===== config.mk =====
export PLATFORM = sky130hd
export DESIGN_NAME = wdog_two_stage
export DESIGN_NICKNAME = d
export VERILOG_FILES = /design/src/rtl/wdog_pkg.sv /design/src/rtl/wdog_prescale.sv /design/src/rtl/wdog_downcnt.sv /design/src/rtl/wdog_fsm.sv /design/src/rtl/wdog_two_stage.sv
export SDC_FILE = /design/constraint.sdc
export NUM_CORES = 1
export LEC_CHECK = 0
export ABC_CLOCK_PERIOD_IN_PS = 5100
export CAP_MARGIN = 25
export CORE_ASPECT_RATIO = 0.5
export CORE_UTILIZATION = 50
export CTS_CLUSTER_DIAMETER = 50
export CTS_CLUSTER_SIZE = 8
export DETAILED_ROUTE_END_ITERATION = 12
export PLACE_DENSITY = 0.71
export REMOVE_ABC_BUFFERS = 1
export SYNTH_ARGS = -nofsm -noshare
export SYNTH_HDL_FRONTEND = slang
export SYNTH_HIERARCHICAL = 1
export SYNTH_SLANG_ARGS = --single-unit

===== constraint.sdc =====
create_clock -name clk -period 5.1 [get_ports clk]
set_clock_uncertainty 0.05 [all_clocks]
set_input_delay 1.275 -clock clk [delete_from_list [all_inputs] [get_ports clk]]
set_output_delay 1.275 -clock clk [all_outputs]
set_load 0.01 [all_outputs]

===== src/rtl/wdog_pkg.sv =====
package wdog_pkg;

    typedef enum logic [1:0] {
        ST_OFF  = 2'd0,
        ST_RUN  = 2'd1,
        ST_HALT = 2'd2
    } wdog_state_e;

    localparam int unsigned CTRL_W     = 12;
    localparam int unsigned B_RESTART  = 0;
    localparam int unsigned B_RST_EN   = 1;
    localparam int unsigned B_RST_FLAG = 2;
    localparam int unsigned B_WARN     = 3;
    localparam int unsigned B_IVL_LO   = 4;
    localparam int unsigned B_IE       = 6;
    localparam int unsigned B_EN       = 7;
    localparam int unsigned B_FRZ      = 9;
    localparam int unsigned B_CSEL_LO  = 10;

    function automatic int max2(input int a, input int b);
        return (a > b) ? a : b;
    endfunction

endpackage


===== src/rtl/wdog_prescale.sv =====
module wdog_prescale #(
    parameter int PS0   = 0,
    parameter int PS1   = 8,
    parameter int PS2   = 11,
    parameter int PS3   = 16,
    parameter int PRE_W = 17
) (
    input  logic       clk,
    input  logic       rst_n,
    input  logic       clear,
    input  logic       run,
    input  logic [1:0] sel,
    output logic       tick
);
    logic [PRE_W-1:0] pre_cnt;
    logic [PRE_W-1:0] limit;

    always_comb begin
        unique case (sel)
            2'd0:    limit = PRE_W'((1 << PS0) - 1);
            2'd1:    limit = PRE_W'((1 << PS1) - 1);
            2'd2:    limit = PRE_W'((1 << PS2) - 1);
            default: limit = PRE_W'((1 << PS3) - 1);
        endcase
    end

    assign tick = run && (pre_cnt >= limit);

    always_ff @(posedge clk) begin
        if (!rst_n || clear) begin
            pre_cnt <= '0;
        end else if (tick) begin
            pre_cnt <= '0;
        end else if (run) begin
            pre_cnt <= pre_cnt + 1'b1;
        end
    end
endmodule


===== src/rtl/wdog_downcnt.sv =====
module wdog_downcnt #(
    parameter int CNT_W = 21
) (
    input  logic             clk,
    input  logic             rst_n,
    input  logic             load,
    input  logic [CNT_W-1:0] load_val,
    input  logic             dec,
    output logic [CNT_W-1:0] cnt
);
    always_ff @(posedge clk) begin
        if (!rst_n) begin
            cnt <= '0;
        end else if (load) begin
            cnt <= load_val;
        end else if (dec) begin
            cnt <= cnt - 1'b1;
        end
    end
endmodule


===== src/rtl/wdog_fsm.sv =====
module wdog_fsm
    import wdog_pkg::*;
(
    input  logic        clk,
    input  logic        rst_n,
    input  logic        restart_wr,
    input  logic        en_next,
    input  logic        cnt_zero,
    input  logic        timeout,
    input  logic        warn_flag,
    input  logic        rst_en,
    output wdog_state_e state,
    output logic        rst_pulse
);
    wdog_state_e nxt;

    always_comb begin
        nxt = state;
        if (restart_wr) begin
            nxt = en_next ? ST_RUN : ST_OFF;
        end else if (!en_next) begin
            nxt = ST_OFF;
        end else begin
            unique case (state)
                ST_OFF:  nxt = cnt_zero ? ST_HALT : ST_RUN;
                ST_RUN:  nxt = (timeout && warn_flag) ? ST_HALT : ST_RUN;
                ST_HALT: nxt = ST_HALT;
                default: nxt = ST_OFF;
            endcase
        end
    end

    always_ff @(posedge clk) begin
        if (!rst_n) state <= ST_OFF;
        else        state <= nxt;
    end

    always_ff @(posedge clk) begin
        if (!rst_n) rst_pulse <= 1'b0;
        else        rst_pulse <= (state == ST_RUN) && timeout && warn_flag && rst_en;
    end
endmodule


===== src/rtl/wdog_two_stage.sv =====
module wdog_two_stage
    import wdog_pkg::*;
#(
    parameter int PS0          = 0,
    parameter int PS1          = 8,
    parameter int PS2          = 11,
    parameter int PS3          = 16,
    parameter int BASE_SHIFT   = 14,
    parameter int IVL_STEP     = 2,
    parameter int GRACE_CYCLES = 1024
) (
    input  logic              clk,
    input  logic              por_n,
    input  logic              core_rst_n,
    input  logic              wr_en,
    input  logic [CTRL_W-1:0] wr_data,
    output logic [CTRL_W-1:0] rd_data,
    output logic              irq,
    output logic              sys_rst_pulse
);
    localparam int PRE_W = max2(max2(PS0, PS1), max2(PS2, PS3)) + 1;
    localparam int CNT_W = max2(BASE_SHIFT + 3 * IVL_STEP + 1, $clog2(GRACE_CYCLES + 1) + 1);

    logic        rst_all_n;
    logic [1:0]  csel;
    logic        frz, en, ie, warn, rflag, rst_en;
    logic [1:0]  ivl;
    logic        restart_wr, en_next, run, tick, timeout;
    logic        cnt_load;
    logic [CNT_W-1:0] cnt, load_val, ivl_load;
    wdog_state_e state;
    logic        unused_bit8;

    assign rst_all_n   = por_n && core_rst_n;
    assign restart_wr  = wr_en && wr_data[B_RESTART];
    assign en_next     = wr_en ? wr_data[B_EN] : en;
    assign run         = (state == ST_RUN) && !wr_en;
    assign timeout     = tick && (cnt == CNT_W'(1));
    assign ivl_load    = CNT_W'(1) << (BASE_SHIFT + IVL_STEP * int'(wr_data[B_IVL_LO +: 2]));
    assign cnt_load    = restart_wr || timeout;
    assign load_val    = restart_wr ? ivl_load : (warn ? '0 : CNT_W'(GRACE_CYCLES));
    assign unused_bit8 = wr_data[8];

    wdog_prescale #(.PS0(PS0), .PS1(PS1), .PS2(PS2), .PS3(PS3), .PRE_W(PRE_W)) u_pre (
        .clk(clk), .rst_n(rst_all_n), .clear(restart_wr), .run(run), .sel(csel), .tick(tick)
    );

    wdog_downcnt #(.CNT_W(CNT_W)) u_cnt (
        .clk(clk), .rst_n(rst_all_n), .load(cnt_load), .load_val(load_val),
        .dec(tick && !timeout), .cnt(cnt)
    );

    wdog_fsm u_fsm (
        .clk(clk), .rst_n(rst_all_n), .restart_wr(restart_wr), .en_next(en_next),
        .cnt_zero(cnt == '0), .timeout(timeout), .warn_flag(warn), .rst_en(rst_en),
        .state(state), .rst_pulse(sys_rst_pulse)
    );

    // Control fields cleared by either reset
    always_ff @(posedge clk) begin
        if (!rst_all_n) begin
            csel   <= 2'd1;
            frz    <= 1'b0;
            en     <= 1'b0;
            ie     <= 1'b0;
            ivl    <= 2'd0;
            warn   <= 1'b0;
            rst_en <= 1'b0;
        end else if (wr_en) begin
            csel   <= wr_data[B_CSEL_LO +: 2];
            frz    <= wr_data[B_FRZ];
            en     <= wr_data[B_EN];
            ie     <= wr_data[B_IE];
            ivl    <= wr_data[B_IVL_LO +: 2];
            rst_en <= wr_data[B_RST_EN];
            if (wr_data[B_WARN]) warn <= 1'b0;
        end else if (timeout) begin
            warn <= 1'b1;
        end
    end

    // Reset flag: only power-on reset clears it
    always_ff @(posedge clk) begin
        if (!por_n) begin
            rflag <= 1'b0;
        end else if (core_rst_n) begin
            if (wr_en && wr_data[B_RST_FLAG]) rflag <= 1'b0;
            else if (timeout && warn && rst_en) rflag <= 1'b1;
        end
    end

    assign rd_data = {csel, frz, 1'b0, en, ie, ivl, warn, rflag, rst_en, 1'b0};
    assign irq     = warn && ie && en;

    assert_pulse_single_R7: assert property (@(posedge clk) disable iff (!rst_all_n)
        sys_rst_pulse |=> !sys_rst_pulse);
    assert_pulse_flag_R7: assert property (@(posedge clk) disable iff (!rst_all_n)
        sys_rst_pulse |-> rd_data[B_RST_FLAG]);
    assert_halt_zero_R7: assert property (@(posedge clk) disable iff (!rst_all_n)
        (state == ST_HALT) |-> (cnt == '0));
    assert_grace_load_R6: assert property (@(posedge clk) disable iff (!rst_all_n)
        (timeout && !warn) |=> (cnt == CNT_W'(GRACE_CYCLES)));
    assert_w1c_R3: assert property (@(posedge clk) disable iff (!rst_all_n)
        (wr_en && wr_data[B_WARN]) |=> !rd_data[B_WARN]);
    assert_off_hold_R10: assert property (@(posedge clk) disable iff (!rst_all_n)
        ((state == ST_OFF) && !restart_wr) |=> $stable(cnt));
    assert_write_nocount_R11: assert property (@(posedge clk) disable iff (!rst_all_n)
        (wr_en && !wr_data[B_RESTART]) |=> $stable(cnt));
endmodule


# --- Yosys cells after proc, flatten, opt, wreduce, memory -nomap -nowiden ---
# Index checks and enable logic that the tools add are counted.
classes:
  muxes: 17
  bitwise: 0
  magnitude_cmp: 1
  div_mod_pow: 0
  n_addsub: 3
  n_reduce_logical: 28
  shift: 1
  eq_ne: 6
  multipliers: 0
op_table:
  columns: ["cell", "count"]
  rows:
  - ["21-bit 2-to-1 mux", 3]
  - ["16-bit case mux with 3 select lines", 1]
  - ["21-bit by 1-bit equality test with 1-bit output, second input constant", 1]
  - ["21-bit logical NOT", 1]
  - ["1-bit by 5-bit left shift with 21-bit output, first input constant", 1]
  - ["21-bit by 1-bit subtractor with 21-bit output, second input constant", 1]
  - ["17-bit by 1-bit adder with 17-bit output, second input constant", 1]
  - ["17-bit by 16-bit >= comparator with 1-bit output", 1]
  - ["1-bit logical AND", 14]
  - ["11-bit 2-to-1 mux", 1]
  - ["2-bit 2-to-1 mux", 4]
  - ["1-bit 2-to-1 mux", 7]
  - ["2-bit case mux with 3 select lines", 1]
  - ["2-bit nonzero test", 3]
  - ["4-bit by 3-bit adder with 5-bit output, first input constant", 1]
  - ["2-bit by 1-bit equality test with 1-bit output, second input constant", 2]
  - ["2-bit equality test, second input constant", 2]
  - ["2-bit logical NOT", 2]
  - ["2-bit AND reduction", 2]
  - ["1-bit logical NOT", 3]
  - ["1-bit logical OR", 2]
  - ["2-bit by 1-bit != test with 1-bit output, second input constant", 1]
  - ["2-bit OR reduction", 1]
totals:
  ff_bits: 51
  romBits: 0
  mem_bits_rw: 0
  wordCells: 68
  output_inout_bits: 14
  memories: 0
  latchBits: 0

# --- Depth between registers and ports, before layout ---
depth:
  ltp_word: 10
  depth_mapped: 16
  ltp_nobuf: 14

# --- Modules after synthesis ---
# The synthesis kept the hierarchy.
modules_own_cells:
  columns: ["module", "cells_each", "area_each_um2", "instances"]
  rows:
  - ["wdog_prescale", 136, 1144.8, 1]
  - ["wdog_downcnt", 134, 1116.1, 1]
  - ["wdog_two_stage", 73, 603.1, 1]
  - ["wdog_fsm", 14, 125.1, 1]

# --- Worst setup path before layout ---
# OpenSTA, ideal clock, no wires.
synth_path:
  path_kind: "input port to flip-flop"
  from: "input port wr_en"
  to: "register u_cnt.cnt[17]"
  arrival_ns: 4.547
  t_required_ns: 4.976
  path_slack_ns: 0.429
  path_buffers: 3
  path_stages: 14
  setup_ns: 0.074
  cell_sequence: "buf_2 nor3b_1 clkbuf_1 nand2_1 nor4_1 nand2_1 o211ai_1 inv_1 a31oi_1 or3b_1 or3_1 clkbuf_1 or4_1 a31oi_1"
synth_via:
  elab_chain_cells: 7
synth_rtl:
  columns: ["element", "line", "rtl"]
  rows:
  - ["start, declared", "wdog_two_stage.sv:15", "input logic wr_en,"]
  - ["1-bit logical NOT *", "wdog_two_stage.sv:37", "assign run = (state == ST_RUN) && !wr_en;"]
  - ["1-bit logical AND *", "wdog_two_stage.sv:37", null]
  - ["net run", "wdog_two_stage.sv:28", "logic restart_wr, en_next, run, tick, timeout;"]
  - ["1-bit logical AND *", "wdog_prescale.sv:27", "assign tick = run && (pre_cnt >= limit);"]
  - ["net tick", "wdog_two_stage.sv:28", null]
  - ["1-bit logical AND", "wdog_two_stage.sv:38", "assign timeout = tick && (cnt == CNT_W'(1));"]
  - ["1-bit logical NOT", "wdog_two_stage.sv:50", ".dec(tick && !timeout), .cnt(cnt)"]
  - ["1-bit logical AND", "wdog_two_stage.sv:50", null]
  - ["2-bit nonzero test (no source line)", null, null]
  - ["end signal, assigned", "wdog_downcnt.sv:15", "cnt <= load_val;"]
  - ["end signal, assigned", "wdog_downcnt.sv:17", "cnt <= cnt - 1'b1;"]
  - ["end, declared", "wdog_downcnt.sv:9", "output logic [CNT_W-1:0] cnt"]
# Mark *: on every way through the listed nets, which the timed path passes. The rest lies on a longest branch.
# A chain may end at the register's enable or synchronous reset.

# --- Worst setup path after layout ---
# Same ends and word-level chain as after synthesis.

==> reports/results.tsv <==
metric	value	unit
status	complete, no violations	
synth-edff-count	0	
core-area	5610	µm²
setup.worst_path.class	input port to register	
r2r_end	u_cnt/cnt[17]$_SDFFE_PN0P_	
drv.max_cap_violation_count	0	
crit_path_end_kind	register	
tritoncts	yes	
worstSetupStartpoint	wr_en	
cts.reportedPaths.clkPinSlew	60	ps
cts.repair_timing.setup_buffer_count	0	
cp_max_fo	9	
power.leakage	1.31	nW
cts_made_buffers	5	
starting_utilization_of_the_core_area	0.533	
drt_iter0_markers	136	
ant_nets	0	
die-height	56.7	µm
gr-max-usage-layer	met2	
synth_cell_types	57	
route.detailed.wl_per_inst	14.3	µm
die_area	6310	µm²
clock_latency_reported_for_the_late_side_of_the_worst_skew_pair	290	ps
timing.reg2reg.worst_path_depth	12	
yosys_register_bits	51	
cp-start-kind	input port	
cts.path.max_buffers	2	
holdCritPathClass	register to register	
grt_usage	0.224	
hold_bufs_at_cts	0	
area_delta_synth_final	15.5	%
synth-main-ff-cell	dfxtp_1	
ioPinCount	30	
std_cell_rows	19	
power-per-cell-area	247	nW/µm²
power_switching_share	0.243	
num_vias	2645	
root_buffer	clkbuf_16	
final_cell_mix	dfxtp_1 (51), nor2_1 (38), clkdlybuf4s50_1 (26), o21ai_0 (24), nand2_1 (22)	
h-tree-depth	2	
postCtsResizedCells	0	
timing_hold_violations_final	0	
worstSetupEndpoint	u_cnt/cnt[17]$_SDFFE_PN0P_	
grt_antenna_before_repair	0	
netlist_instances	357	
synth-warning-count	6	
final.hold.worst_slack	430	ps
r2r_setup_slack	830	ps
ys_seq_area_frac	0.342	
ir_worst_vdd	0.132	mV
drc	0	
slew_viol_final	0	
share_clk_of_total_power	0.389	
final_net_count	417	
power.total	0.852	mW
met3_resource_use_gr	0.0486	
first_pass_iters	4	
most_common_library_cell_in_the_layout_ignoring_fill_and_taps	dfxtp_1	
hpwl	4.77	mm
clock.fmax	0.212	GHz
tightestPinTransition	1020	ps
combPwrFrac	0.121	
worst_ep_arrival_time	4880	ps
gp_congestion	0.863	
layout_worst_path_cycle_share	0.925	
gr-usage-met1	0.281	
final-setup-viol-count	0	
drt-vias-per-instance	5.73	
chipWidth	111	µm
fin_crit	4720	ps
synth.cell_area	2990	µm²
met2_usage	0.398	
timing.rr.start	csel[1]$_SDFFE_PN0P_	
final_layout_size_suffix_gt1_frac	0.0797	
clkSinkCount	51	
setup_tns	0	ps
internal_power	0.645	mW
postSynthAreaPerCell	8.37	µm²
async_reset_ff_frac	0	
grt_first_pass_wirelength	11.4	mm
setup_repair_after_global_routing_missed_its_margin	no	
first_global_vias	2528	
sequentialPowerShare	0.489	
wirelength	6.61	mm
n_antenna_cell	0	
critPathRequiredTime	5260	ps
global_route.overflow_total	0	
max_slew_margin	0.320	
switching_component_of_the_power	0.207	mW
largest_net_degree_at_the_start_of_global_routing	39	
io_buffers	26	
==> cell families (layout without fill, tap and decap cells) <==
group                      count (synthesis)  in the layout  synth area share
adders and majority gates                 13             13            0.0536
AOI/OAI and AO/OA                         73             73             0.162
other                                      1             18           0.00125
muxes                                     10             10            0.0339
and+or+nand+nor                          144            144             0.268
xor gates and xnor gates                  26             26            0.0762
buffers and inverters                     39             54            0.0636
DFF                                       51             51             0.342
==> registers in the layout (all words and copies together) (netlist names), 2 cells and up <==
name,flops
u_cnt/cnt,21
u_pre/pre_cnt,17
csel,2
ivl,2
u_fsm/state,2
==> critical path: stages <==
cell and delay [ps]:
clkdlybuf4s50_1 430, nor3b_1 290, nand2_1 90, nor4_1 400, nand2_1 200, o211ai_1 240, inv_1 70, a31oi_1 170
or3b_1 470, or3_1 490, or4_1 540, a31oi_1 190
==> routing by layer <==
metal  routed length, µm  share of wire
met1                3110           0.47
met5                   0              0
met2                3190           0.48
met4                  40         0.0061
met3                 269          0.041
==> worst min-delay path by stage <==
stage                                         start                         end  slack, ps  cells after the start
final                           rst_en$_SDFFE_PN0P_  u_fsm/rst_pulse$_SDFF_PN0_        430                      2
after CTS                       rst_en$_SDFFE_PN0P_  u_fsm/rst_pulse$_SDFF_PN0_        430                      2
after global placement          rst_en$_SDFFE_PN0P_  u_fsm/rst_pulse$_SDFF_PN0_        420                      2
after floorplan           u_fsm/state[1]$_SDFF_PP0_  u_fsm/rst_pulse$_SDFF_PN0_        420                      1
after global routing            rst_en$_SDFFE_PN0P_  u_fsm/rst_pulse$_SDFF_PN0_        460                      2
after detailed placement        rst_en$_SDFFE_PN0P_  u_fsm/rst_pulse$_SDFF_PN0_        420                      2
==> power by group through the flow <==
stage | logic (mW) | registers (mW) | clock network (mW)
2_1_floorplan | 0.0658 | 0.424 | 0
4_1_cts | 0.102 | 0.416 | 0.339
3_3_place_gp | 0.0963 | 0.425 | 0
3_5_place_dp | 0.101 | 0.425 | 0
6_report | 0.103 | 0.417 | 0.332
5_1_grt | 0.114 | 0.418 | 0.359
==> cells in the mapped netlist, types with 8 or more instances <==
| cell | number | share of area |
|---|---|---|
| dfxtp_1 | 51 | 0.34 |
| nor2_1 | 38 | 0.048 |
| o21ai_0 | 24 | 0.040 |
| nand2_1 | 22 | 0.028 |
| xnor2_1 | 17 | 0.050 |
| inv_1 | 16 | 0.020 |
| a31oi_1 | 13 | 0.027 |
| ha_1 | 12 | 0.050 |
| a21oi_1 | 11 | 0.018 |
| or4_1 | 11 | 0.028 |
| clkbuf_1 | 10 | 0.013 |
| nor3_1 | 10 | 0.017 |
| buf_4 | 9 | 0.023 |
| mux2i_1 | 9 | 0.030 |
| xor2_1 | 9 | 0.026 |
| nand3_1 | 8 | 0.013 |
| nand4_1 | 8 | 0.017 |
| o31ai_1 | 8 | 0.020 |
==> per-stage QoR <==
| stage | util | setup WS (ps) | instance area, µm² | instances |
|---|---|---|---|---|
| final | 0.615 | 385 | 3450 | 462 |
| after global routing | 0.615 | 75.9 | 3450 | 462 |
| after CTS | 0.615 | 418 | 3450 | 462 |
| after detailed placement | 0.590 | 137 | 3310 | 455 |
| after global placement | 0.590 | 240 | 3310 | 455 |
| after floorplan | - | 479 | 2930 | 352 |
==> final cells by class <==
class | count | area (µm²)
Inverter | 17 | 63.8
Clock buffer | 6 | 139
Clock inverter | 1 | 5.00
Sequential cell | 51 | 1020
Timing Repair Buffer | 30 | 290
Fill cell | 493 | 2160
Tap cell | 73 | 91.3
Multi-Input combinational cell | 284 | 1840
Note: power is estimated with default switching activity, not from simulation.
